$ cat src/rtl/evtrig_pkg.sv
package evtrig_pkg;
  parameter int EV_CODE_W = 8;
  parameter int EV_NCODE  = 1 << EV_CODE_W;

  typedef enum logic [1:0] {CH_IDLE, CH_DELAY, CH_PULSE} ch_state_e;

  function automatic logic [EV_NCODE-1:0] code_onehot(input logic [EV_CODE_W-1:0] code);
    logic [EV_NCODE-1:0] v;
    v = '0;
    v[code] = 1'b1;
    return v;
  endfunction
endpackage

$ cat src/rtl/evtrig_channel.sv
module evtrig_channel
  import evtrig_pkg::*;
#(
  parameter int DLY_W = 16,
  parameter int WID_W = 8
) (
  input  logic                 clk,
  input  logic                 rst_n,
  input  logic                 enable,
  input  logic                 evt_valid,
  input  logic [EV_CODE_W-1:0] evt_code,
  input  logic [EV_CODE_W-1:0] match_code,
  input  logic [DLY_W-1:0]     delay,
  input  logic [WID_W-1:0]     width,
  output logic                 trig
);
  localparam int CNT_W = (DLY_W > WID_W) ? DLY_W : WID_W;

  ch_state_e        state;
  logic [CNT_W-1:0] cnt;
  logic             hit;
  logic             cnt_done;

  // Count value loaded for an interval of n cycles (n >= 1).
  function automatic logic [CNT_W-1:0] load_of(input logic [CNT_W-1:0] n);
    return n - CNT_W'(1);
  endfunction

  assign hit      = enable && evt_valid && (evt_code == match_code);
  assign cnt_done = (cnt == '0);
  assign trig     = (state == CH_PULSE);

  always_ff @(posedge clk) begin
    if (!rst_n || !enable) begin
      state <= CH_IDLE;
      cnt   <= '0;
    end else if (hit) begin
      if (delay != '0) begin
        state <= CH_DELAY;
        cnt   <= load_of(CNT_W'(delay));
      end else if (width != '0) begin
        state <= CH_PULSE;
        cnt   <= load_of(CNT_W'(width));
      end else begin
        state <= CH_IDLE;
        cnt   <= '0;
      end
    end else begin
      case (state)
        CH_DELAY: begin
          if (!cnt_done) begin
            cnt <= cnt - CNT_W'(1);
          end else if (width != '0) begin
            state <= CH_PULSE;
            cnt   <= load_of(CNT_W'(width));
          end else begin
            state <= CH_IDLE;
          end
        end
        CH_PULSE: begin
          if (cnt_done) state <= CH_IDLE;
          else          cnt   <= cnt - CNT_W'(1);
        end
        default: state <= CH_IDLE;
      endcase
    end
  end

  assert_disabled_quiet_R5: assert property (@(posedge clk) disable iff (!rst_n)
    !enable |=> !trig);
  assert_restart_delay_R4: assert property (@(posedge clk) disable iff (!rst_n)
    (hit && delay != '0) |=> (state == CH_DELAY && !trig));
  assert_zero_delay_fire_R2: assert property (@(posedge clk) disable iff (!rst_n)
    (hit && delay == '0 && width != '0) |=> trig);
  assert_no_width_no_pulse_R3: assert property (@(posedge clk) disable iff (!rst_n)
    (width == '0 && !trig && $stable(width)) |=> !trig);
endmodule

$ cat src/rtl/evtrig_phase.sv
module evtrig_phase
  import evtrig_pkg::*;
#(
  parameter int DIV_W = 4
) (
  input  logic                 clk,
  input  logic                 rst_n,
  input  logic                 evt_valid,
  input  logic [EV_CODE_W-1:0] evt_code,
  input  logic [EV_CODE_W-1:0] sync_code,
  output logic [DIV_W-1:0]     count,
  output logic                 div_clk
);
  logic sync_hit;

  function automatic logic [DIV_W-1:0] div_next(input logic [DIV_W-1:0] c, input logic sync);
    return sync ? '0 : c + DIV_W'(1);
  endfunction

  assign sync_hit = evt_valid && (evt_code == sync_code);
  assign div_clk  = count[DIV_W-1];

  always_ff @(posedge clk) begin
    if (!rst_n) count <= '0;
    else        count <= div_next(count, sync_hit);
  end

  assert_sync_clears_R7: assert property (@(posedge clk) disable iff (!rst_n)
    sync_hit |=> (count == '0));
  assert_free_run_R6: assert property (@(posedge clk) disable iff (!rst_n)
    (!sync_hit && count == '1) |=> (count == '0));
endmodule

$ cat src/rtl/evtrig_irq.sv
module evtrig_irq
  import evtrig_pkg::*;
(
  input  logic                 clk,
  input  logic                 rst_n,
  input  logic                 evt_valid,
  input  logic [EV_CODE_W-1:0] evt_code,
  input  logic [EV_NCODE-1:0]  mask,
  input  logic [EV_NCODE-1:0]  clr,
  output logic [EV_NCODE-1:0]  flags,
  output logic                 req
);
  logic [EV_NCODE-1:0] set_vec;

  assign set_vec = evt_valid ? (mask & code_onehot(evt_code)) : '0;
  assign req     = |flags;

  always_ff @(posedge clk) begin
    if (!rst_n) flags <= '0;
    else        flags <= (flags & ~clr) | set_vec;
  end

  assert_flag_set_R8: assert property (@(posedge clk) disable iff (!rst_n)
    (evt_valid && mask[evt_code]) |=> (flags[$past(evt_code)] && req));
  assert_clear_all_R9: assert property (@(posedge clk) disable iff (!rst_n)
    (!evt_valid && clr == '1) |=> !req);
endmodule

$ cat src/rtl/evtrig_gen.sv
module evtrig_gen
  import evtrig_pkg::*;
#(
  parameter int NCH   = 8,
  parameter int DLY_W = 16,
  parameter int WID_W = 8,
  parameter int DIV_W = 4
) (
  input  logic                     clk,
  input  logic                     rst_n,
  input  logic                     evt_valid,
  input  logic [EV_CODE_W-1:0]     evt_code,
  input  logic [NCH-1:0]           ch_enable,
  input  logic [NCH*EV_CODE_W-1:0] ch_code,
  input  logic [NCH*DLY_W-1:0]     ch_delay,
  input  logic [NCH*WID_W-1:0]     ch_width,
  input  logic [EV_CODE_W-1:0]     sync_code,
  input  logic [EV_NCODE-1:0]      irq_mask,
  input  logic [EV_NCODE-1:0]      irq_clr,
  output logic [NCH-1:0]           trig_out,
  output logic [DIV_W-1:0]         div_count,
  output logic                     div_clk,
  output logic [EV_NCODE-1:0]      irq_flags,
  output logic                     irq_req
);
  for (genvar k = 0; k < NCH; k++) begin : g_ch
    evtrig_channel #(.DLY_W(DLY_W), .WID_W(WID_W)) u_ch (
      .clk        (clk),
      .rst_n      (rst_n),
      .enable     (ch_enable[k]),
      .evt_valid  (evt_valid),
      .evt_code   (evt_code),
      .match_code (ch_code[k*EV_CODE_W +: EV_CODE_W]),
      .delay      (ch_delay[k*DLY_W +: DLY_W]),
      .width      (ch_width[k*WID_W +: WID_W]),
      .trig       (trig_out[k])
    );
  end

  evtrig_phase #(.DIV_W(DIV_W)) u_phase (
    .clk       (clk),
    .rst_n     (rst_n),
    .evt_valid (evt_valid),
    .evt_code  (evt_code),
    .sync_code (sync_code),
    .count     (div_count),
    .div_clk   (div_clk)
  );

  evtrig_irq u_irq (
    .clk       (clk),
    .rst_n     (rst_n),
    .evt_valid (evt_valid),
    .evt_code  (evt_code),
    .mask      (irq_mask),
    .clr       (irq_clr),
    .flags     (irq_flags),
    .req       (irq_req)
  );

  assert_reset_quiet_R11: assert property (@(posedge clk)
    !rst_n |=> (trig_out == '0 && div_count == '0 && !irq_req));
endmodule

$ cat config.mk
export PLATFORM = sky130hd
export DESIGN_NAME = evtrig_gen
export DESIGN_NICKNAME = d
export VERILOG_FILES = /design/src/rtl/evtrig_pkg.sv /design/src/rtl/evtrig_channel.sv /design/src/rtl/evtrig_phase.sv /design/src/rtl/evtrig_irq.sv /design/src/rtl/evtrig_gen.sv
export SDC_FILE = /design/constraint.sdc
export NUM_CORES = 1
export LEC_CHECK = 0
export CAP_MARGIN = 20
export CELL_PAD_IN_SITES_DETAIL_PLACEMENT = 1
export CELL_PAD_IN_SITES_GLOBAL_PLACEMENT = 2
export CORE_AREA = 5 5 409 411
export DETAILED_ROUTE_END_ITERATION = 16
export DIE_AREA = 0 0 414 416
export PLACE_DENSITY_LB_ADDON = 0.15
export SLEW_MARGIN = 20
export SYNTH_ARGS = -nofsm -noshare
export SYNTH_HDL_FRONTEND = slang
export SYNTH_HIERARCHICAL = 1
export SYNTH_SLANG_ARGS = --single-unit
$ cat constraint.sdc
create_clock -name clk -period 2.4 [get_ports clk]
set_input_delay 0.36 -clock clk [delete_from_list [all_inputs] [get_ports clk]]
set_output_delay 0.36 -clock clk [all_outputs]
set_load 0.02 [all_outputs]
Word-level counts from Yosys, hierarchy flattened
Index checks and enable logic that the tools add are counted.
{ "word_totals": {"ff_bits": 404, "inputBits": 795} }
{ "op_classes": {"reduce_logical": 85, "n_eq_ne": 57, "n_addsub": 25, "bitwise": 5, "magnitude_cmp": 2, "n_mux": 107} }
{ "ops": {"columns": ["operator", "count"], "rows": [
  ["$mux W16", 48],
  ["$and A256 B256 Y256", 2],
  ["$mux W256", 1],
  ["$not A256 Y256", 1],
  ["$or A256 B256 Y256", 1],
  ["$pmux W16 S2", 8],
  ["$reduce_or A256 Y1", 1],
  ["$sub A16 B1 Y16 const B", 16],
  ["$logic_not A16 Y1", 8],
  ["$reduce_bool A16 Y1", 8],
  ["$mux W2", 40],
  ["$eq A8 B8 Y1", 9],
  ["$sub A8 B1 Y9 const B", 8],
  ["$reduce_bool A8 Y1", 8],
  ["$ne A3 B3 Y1 const B", 16],
  ["$ne A4 B3 Y1 const B", 8],
  ["$pmux W2 S2", 8],
  ["$ne A3 B1 Y1 const B", 8],
  ["$reduce_and A3 Y1", 8],
  ["$reduce_bool A3 Y1", 8],
  ["$logic_and A1 B1 Y1", 18],
  ["$eq A2 B1 Y1 const B", 8],
  ["$eq A2 B2 Y1 const B", 8],
  ["$reduce_and A2 Y1", 8],
  ["9 further kinds", 24]
]} }

Logic depth before layout (Yosys ltp)
Gate-level depths: netlist of run 1.
{ "logic_depth": {"word_depth": 7, "depth_mapped": 9, "depth_no_buf": 8} }

Cells and area by module
Netlist of run 1, hierarchy kept.
{ "modules_own_cells": {"columns": ["mod", "seq_area_each_um2", "cells_each", "instances", "area_each_um2"], "rows": [
  ["evtrig_channel at g_ch[0].u_ch ...", 360.3, 242, 7, 1858.0],
  ["evtrig_irq", 5124.9, 1225, 1, 11304.6],
  ["evtrig_channel at g_ch[1].u_ch", 360.3, 276, 1, 2008.2],
  ["evtrig_phase", 80.1, 27, 1, 246.5]
]} }

Least setup slack after synthesis of run 1
No wires, ideal clock.
{ "synth_timing": {"path_type": "flip-flop to flip-flop", "start": "register g_ch[0].u_ch.cnt[0]", "end": "register g_ch[0].u_ch.cnt[3]", "t_arrival_ns": 2.276, "period_less_slack_ns": 2.394, "slack_ns": 0.006, "setup_time_ns": 0.119, "stages_incl_launch_ff": 10, "path_cell_list": "dfxtp_1 inv_1 ha_1 nor3b_1 nand4b_2 or2_2 clkbuf_1 a21oi_1 o21ai_0 o221a_2"} }
{ "synth_between": {"elab_chain_len": 4, "word_cells_on_any_way": 9, "classes_between": "add/sub: 1; eq/ne: 2; mux: 4; reduce/logical: 2"} }
{ "synth_rtl": {"columns": ["item", "line", "text"], "rows": [
  ["start: declaration", "evtrig_channel.sv:20", "logic [CNT_W-1:0] cnt;"],
  ["start signal: assignment", "evtrig_channel.sv:40", "cnt <= load_of(CNT_W'(delay));"],
  ["start signal: assignment", "evtrig_channel.sv:43", "cnt <= load_of(CNT_W'(width));"],
  ["start signal: assignment", "evtrig_channel.sv:52", "cnt <= cnt - CNT_W'(1);"],
  ["$sub A16 B1 Y16 / $logic_not A16 Y1 (equally long branches)", "evtrig_channel.sv:52, evtrig_channel.sv:62, evtrig_channel.sv:30", null],
  ["$mux W16 (on tied branches)", "evtrig_channel.sv:61, evtrig_channel.sv:51", null],
  ["$pmux W16 S2", "evtrig_channel.sv:49", "case (state)"],
  ["$mux W16", "evtrig_channel.sv:37", "end else if (hit) begin"]
]} }
Parallel ways exist; a longest one is shown, timed or not. The select of a mux whose other input is x is not followed.
A chain may end at the register's enable or synchronous reset.

Worst setup path after layout of run 1
{ "layout_timing": {"start": "register u_irq.flags[143]", "end": "output port irq_req"} }
{ "layout_between": {"elab_chain_len": 1} }
{ "layout_rtl": {"columns": ["item", "line", "text"], "rows": [
  ["start: declaration", "evtrig_irq.sv:10", "output logic [EV_NCODE-1:0] flags,"],
  ["start signal: assignment", "evtrig_irq.sv:20", "else flags <= (flags & ~clr) | set_vec;"],
  ["$reduce_or A256 Y1", "evtrig_irq.sv:16", "assign req = |flags;"],
  ["end: declaration", "evtrig_gen.sv:24", "output logic irq_req"]
]} }
Every way passes these cells.

==> results.py, run 1 <==
metrics = {
    "critical_path": {
        "path_max_fanout": 3,
        "slowest_delay_ns": 0.49,
        "rrSetupSlack_ns": 0.10,
        "r2r_start": "g_ch[5].u_ch/cnt[0]",
        "crit_start": "u_irq/flags[143]",
        "crit_slowest_cell": "nor4_1",
        "setup.worst_path.class": "flop to output pin",
        "crit_chain": "nor4_1 -> buf_4 -> nand4_1 -> nor4_4 -> buf_4 -> nand4_1 -> buf_6",
        "cp_data_required_time_ns": 2.04,
        "setup.worst_path.start_class": "flop",
        "worstReg2RegEnd": "g_ch[5].u_ch/cnt[14]",
        "endpoint": "irq_req",
        "critical_path.endpoint_type": "output pin",
        "arrival_ns": 2.97,
        "worstRegToRegCells": 11,
    },
    "global_routing": {
        "antenna_found_initial": 110,
        "grt_pass1_wl_mm": 276,
        "grt_max_degree": 114,
        "grt_pass1_vias": 34400,
        "grt-ovfl-total": 0,
        "grtUsageTotal_pct": 22.3,
    },
    "floorplanning": {
        "ios": 1065,
        "floorplan.rows": 149,
        "dieHeight_um": 416,
        "dieArea_um2": 172000,
        "chipWidth_um": 414,
        "initial_core_util_pct": 16.2,
        "core-area_um2": 164000,
    },
    "synthesis": {
        "ys_ff_latch": 404,
        "synthTopCellsByCount": "dfxtp_1, inv_1, nor2b_1, a32oi_1, a21oi_1",
        "yosysSeqAreaShare_pct": 30.4,
        "synth_cell_types": 86,
        "synth_ff_type": "dfxtp_1",
        "synth_edf_count": 0,
        "ys_top_cells_by_area": "dfxtp_1, a32oi_1, nor2b_1",
        "netlist_area_um2": 26600,
        "yosysMostFrequentCell": "dfxtp_1",
        "async_flop_share_pct": 0,
        "synth_cells": 3222,
        "synth_top_area_share_pct": 30.4,
        "synth.largest_area_cell": "dfxtp_1",
        "yosys_warnings": 6,
        "syn_avg_cell_area_um2": 8.25,
        "syn-num-nets": 4042,
    },
    "sta": {
        "drv_slew": 0,
        "clock_skew_ns": 0.0208,
        "relSlewSlack_pct": 23.2,
        "hold_viol_final": 0,
        "timing.final.crit_period_ns": 3.33,
        "tns_ns": -0.929,
        "max_freq_mhz": 300,
        "rsz0062_at_grt": "true",
        "post-route-period-util_pct": 139,
        "setup_viol": 1,
        "whs_ns": 0.155,
        "worst_slack_ns": -0.929,
        "worst_pin_slew_ns": 1.15,
    },
    "cells_and_area": {
        "regArea_um2": 8100,
        "area_growth_pct": 78.1,
        "fin_nets": 5705,
        "layout-drive-gt1-share_pct": 21.0,
        "multi_input_area_um2": 16900,
        "final_util_pct": 28.9,
        "fill_cells": 19300,
    },
    "clock_tree": {
        "cts_tree": "built",
        "htree_levels": 2,
        "cts_made_buffers": 57,
        "cts.sinks": 404,
        "root_buffer": "clkbuf_16",
        "cts_hold_buffers": 0,
        "clk_latency_ns": 0.67,
        "clk_pin_slew_ns": 0.06,
        "cts_max_path_buffers": 3,
    },
    "route": {
        "drc_errors": 0,
        "wl_mm": 201,
        "drt_iter0_drc": 1514,
        "drt_pass1_iterations": 7,
        "num_vias": 32300,
        "via_per_inst": 4.51,
        "ant_nets": 0,
        "wl_per_cell_um": 28.1,
    },
    "pwr": {
        "leakagePower_nw": 18.7,
        "power_w": 0.0193,
        "powerDensity_nw_per_um2": 409,
        "vdd_ir_drop_max_uv": 554,
    },
    "run_status": {
        "violations": "negative setup slack",
        "status": "finished, violations left",
    },
    "placed_design": {
        "dpl.hpwl_mm": 168,
        "gp_congestion": 0.890,
        "io_buffers": 1064,
    },
    "job": {
        "drv_cap": 0,
    },
    "worst_hold_path": {
        "hp-class": "primary input to flop",
    },
}
-- final cells by class --
class	count	share of cell area, %
diodes	44	0.233
clock buffers	82	3.55
clock inverters	23	0.540
inverters	303	2.40
well taps	2189	5.79
multi-input cells	2365	35.7
repair buffers	1754	34.6
flip-flops and latches	404	17.1
-- state kept, by name, summed over array words and instances (netlist names) --
name and count:
g_ch.u_ch/state 16, g_ch.u_ch/cnt 128, u_irq/flags 256, u_phase/count 4
-- how the worst min path moves through the flow --
| stage | startpoint | to | slack [ns] | depth (start not counted) |
|---|---|---|---|---|
| 2_1_floorplan | g_ch[0].u_ch/cnt[14] | g_ch[0].u_ch/cnt[14] | 0.46 | 2 |
| 3_3_place_gp | u_phase/count[0] | u_phase/count[0] | 0.48 | 1 |
| 4_1_cts | rst_n | u_phase/count[2] | 0.07 | 3 |
| 6_report | rst_n | u_irq/flags[206] | 0.15 | 2 |
| 3_5_place_dp | g_ch[4].u_ch/cnt[14] | g_ch[4].u_ch/cnt[14] | 0.48 | 2 |
| 5_1_grt | rst_n | u_phase/count[3] | 0.10 | 3 |
-- stage by stage --
stage / setup WS [ns] / instances / cell area, um2
final: -0.929 / 7164 / 47300
after global routing: -0.920 / 7140 / 47200
after CTS: -1.15 / 7116 / 47000
after detailed placement: -1.08 / 7010 / 44900
after global placement: -1.04 / 7010 / 44900
after floorplan: 0.00559 / 3222 / 26600
-- cells by family after synthesis --
group           Yosys count  share of synthesized area (%)
buf+inv                 453                           7.55
simple gates           1258                           28.9
flops                   404                           30.4
fa+ha+maj                25                           1.18
xor+xnor                253                           8.34
compound gates          785                           21.9
mux                      44                           1.70
-- worst max-delay path, delay by kind of cell (launching register included) --
kind / cells / cell delay, ns
AND/OR/NAND/NOR: 4 / 1.29
buffers and inverters: 3 / 0.63
flip-flops: 1 / 0.36
-- where the power goes --
group,total (W),switching [W],internal (W)
clock,0.00916,0.00387,0.00529
combinational,0.00346,0.00149,0.00197
sequential,0.00672,0.0000104,0.00671
-- routing by layer --
| layer | global-route usage [%] | routed length [um] |
|---|---|---|
| met5 | 0 | 311 |
| met4 | 6.69 | 6700 |
| met3 | 6.05 | 12500 |
| met2 | 41.5 | 105000 |
| met1 | 24.5 | 77100 |
-- timing repair --
item	4_1_cts	5_1_grt
pin swaps	4	8
resized for setup	29	48
gates cloned	0	0
hold endpoints to repair	0	0
buffers inserted	1	4
setup endpoints to repair	27	65
-- layout by cell type, fill, tap and decap left out, types with 46 or more instances in the layout --
cell             count
nor2_1             173
clkdlybuf4s50_1   1045
a32oi_1            253
dfxtp_1            396
xnor2_1             71
buf_4              638
nor3_1             164
a211oi_1            48
inv_1              301
buf_12              46
o21ai_0             94
nand2_1             73
nor2b_1            280
nor4_1             127
or3_1               48
clkbuf_16           57
a21oi_1            190
xor2_1             182
Power figures use the tool's default switching activity.
==> run 2: changes to the inputs <==
- PLACE_DENSITY: unset -> 0.69
- PLACE_DENSITY_LB_ADDON: 0.15 -> unset
==> results.py, run 2 (synthesized netlist as in run 1, its figures left out) <==
metrics = {
    "run_status": {
        "status": "finished, violations left",
        "violations": "negative setup slack",
    },
    "sta": {
        "hold_viol_final": 0,
        "whs_ns": 0.148,
        "worst_slack_ns": -0.503,
        "setup_viol": 1,
        "clock_skew_ns": 0.0269,
        "drv_slew": 0,
        "post-route-period-util_pct": 121,
        "relSlewSlack_pct": 17.7,
        "max_freq_mhz": 345,
        "worst_pin_slew_ns": 1.23,
        "rsz0062_at_grt": "true",
        "timing.final.crit_period_ns": 2.90,
    },
    "cells_and_area": {
        "layout-drive-gt1-share_pct": 21.0,
        "final_util_pct": 28.9,
        "top_regs": "u_irq/flags: 256 flops, g_ch.u_ch/cnt: 128 flops, g_ch.u_ch/state: 16 flops",
        "layout_commonest_cell": "clkdlybuf4s50_1",
        "layout_common_cells": "clkdlybuf4s50_1, buf_4, dfxtp_1",
        "fill_cells": 19400,
        "top_register": "u_irq/flags",
        "area_growth_pct": 78.1,
        "largest_register_ffs": 256,
        "fin_nets": 5691,
    },
    "critical_path": {
        "crit_slowest_cell": "nor4_1",
        "cp_data_required_time_ns": 2.04,
        "cpMostUsedCell": "nand4_1",
        "path_max_fanout": 3,
        "slowest_delay_ns": 0.63,
        "crit_chain": "nor4_1 -> nand4_1 -> nor4_2 -> buf_4 -> nand4_1 -> buf_6",
        "setup.worst_path.class": "flop to output pin",
        "arrival_ns": 2.54,
        "critical_path.endpoint_type": "output pin",
        "cp_top_family": "simple AND/OR/NAND/NOR gates",
        "setup.worst_path.start_class": "flop",
        "crit_buf_inv": 2,
    },
    "floorplanning": {
        "floorplan.rows": 149,
        "initial_core_util_pct": 16.2,
        "ios": 1065,
        "core-area_um2": 164000,
        "dieHeight_um": 416,
        "chipWidth_um": 414,
        "dieArea_um2": 172000,
    },
    "global_routing": {
        "grt_pass1_wl_mm": 277,
        "grt_max_degree": 143,
        "grt-ovfl-total": 0,
        "grtUsageTotal_pct": 22.4,
        "grt_pass1_vias": 35000,
        "antenna_found_initial": 81,
    },
    "job": {
        "drv_cap": 0,
    },
    "route": {
        "num_vias": 33700,
        "drt_pass1_iterations": 6,
        "drc_errors": 0,
        "via_per_inst": 4.71,
        "wl_mm": 204,
        "wl_per_cell_um": 28.6,
        "drt_iter0_drc": 2373,
        "ant_nets": 0,
    },
    "clock_tree": {
        "cts_max_path_buffers": 3,
        "cts_tree": "built",
        "root_buffer": "clkbuf_16",
        "cts_made_buffers": 56,
        "cts.sinks": 404,
        "clk_pin_slew_ns": 0.06,
        "clk_latency_ns": 0.65,
        "cts_hold_buffers": 0,
        "htree_levels": 2,
    },
    "worst_hold_path": {
        "hp-class": "primary input to flop",
    },
    "placed_design": {
        "gp_congestion": 0.963,
        "dpl.hpwl_mm": 171,
        "io_buffers": 1064,
    },
    "pwr": {
        "vdd_ir_drop_max_uv": 662,
        "leakagePower_nw": 18.6,
        "powerDensity_nw_per_um2": 412,
    },
}
==> run 2: cell types whose count changed in the layout (fill, tap and decap cells not counted), moves of 5 or more <==
cell,before,now
nor4_1,127,121
buf_4,638,623
diode_2,44,38
clkbuf_1,9,16
dfxtp_2,7,13
clkdlybuf4s50_1,1045,1040
clkinv_2,14,6
buf_6,6,11
dfxtp_1,396,389
==> run 2: worst paths after layout <==
check,start,end,slack (ns),cells past startpoint
setup reg to reg,g_ch[0].u_ch/cnt[1],g_ch[0].u_ch/cnt[14],0.08,11
setup / recovery,u_irq/flags[62],irq_req,-0.50,6
hold / removal,rst_n,u_irq/flags[209],0.15,2
hold reg to reg,g_ch[5].u_ch/cnt[14],g_ch[5].u_ch/cnt[14],0.50,2
==> run 2: worst reg2reg max path, cell delays in order (launching register included) <==
cell	delay (ns)
dfxtp_1	0.35
inv_1	0.08
ha_1	0.21
nor3b_2	0.17
buf_4	0.15
nand4b_4	0.12
a221oi_4	0.09
buf_6	0.16
buf_4	0.14
or4_2	0.55
nand3_1	0.11
a21oi_1	0.06
==> run 2: layer usage <==
metal	vias to the layer above	global-route usage (%)	wire [um]
li1	15300	-	-
met1	16800	27.2	83200
met2	1233	37.8	96600
met3	317	5.09	13800
met4	46	9.62	10000
met5	-	0	299
==> run 2: cell type report <==
| type | count | area [um2] | area share, % |
|---|---|---|---|
| Multi-Input combinational cell | 2365 | 17000 | 35.9 |
| Timing Repair Buffer | 1741 | 16300 | 34.4 |
| Sequential cell | 404 | 8110 | 17.1 |
| Tap cell | 2189 | 2740 | 5.79 |
| Clock buffer | 85 | 1640 | 3.47 |
| Inverter | 303 | 1140 | 2.40 |
| Clock inverter | 19 | 324 | 0.685 |
| Antenna cell | 38 | 95.1 | 0.201 |
==> run 2: metrics by stage <==
stage               instance area (um2)  setup TNS (ns)  power [W]  cells  worst slack (ns)
floorplan                         26600               0    0.00771   3222           0.00559
global placement                  44700          -55.09     0.0104   6991            -0.758
detailed placement                44700          -61.79     0.0104   6991            -0.742
CTS                               46800          -0.563     0.0197   7096            -0.563
global route                      47300          -0.707     0.0201   7131            -0.518
finish                            47300          -0.503     0.0195   7144            -0.503
==> run 2: repair_timing <==
action / CTS / global route
setup buffers: 1 / 9
pin swaps: 6 / 21
resized for setup: 32 / 74
gates cloned: 0 / 1
setup endpoints to repair: 27 / 84
==> run 2: report_power, final <==
group | switching [W] | internal [W] | leakage [nW] | total [W]
Clock | 0.00370 | 0.00547 | 0.959 | 0.00917
Combinational | 0.00163 | 0.00197 | 14.4 | 0.00360
Sequential | 0.0000111 | 0.00671 | 3.26 | 0.00672
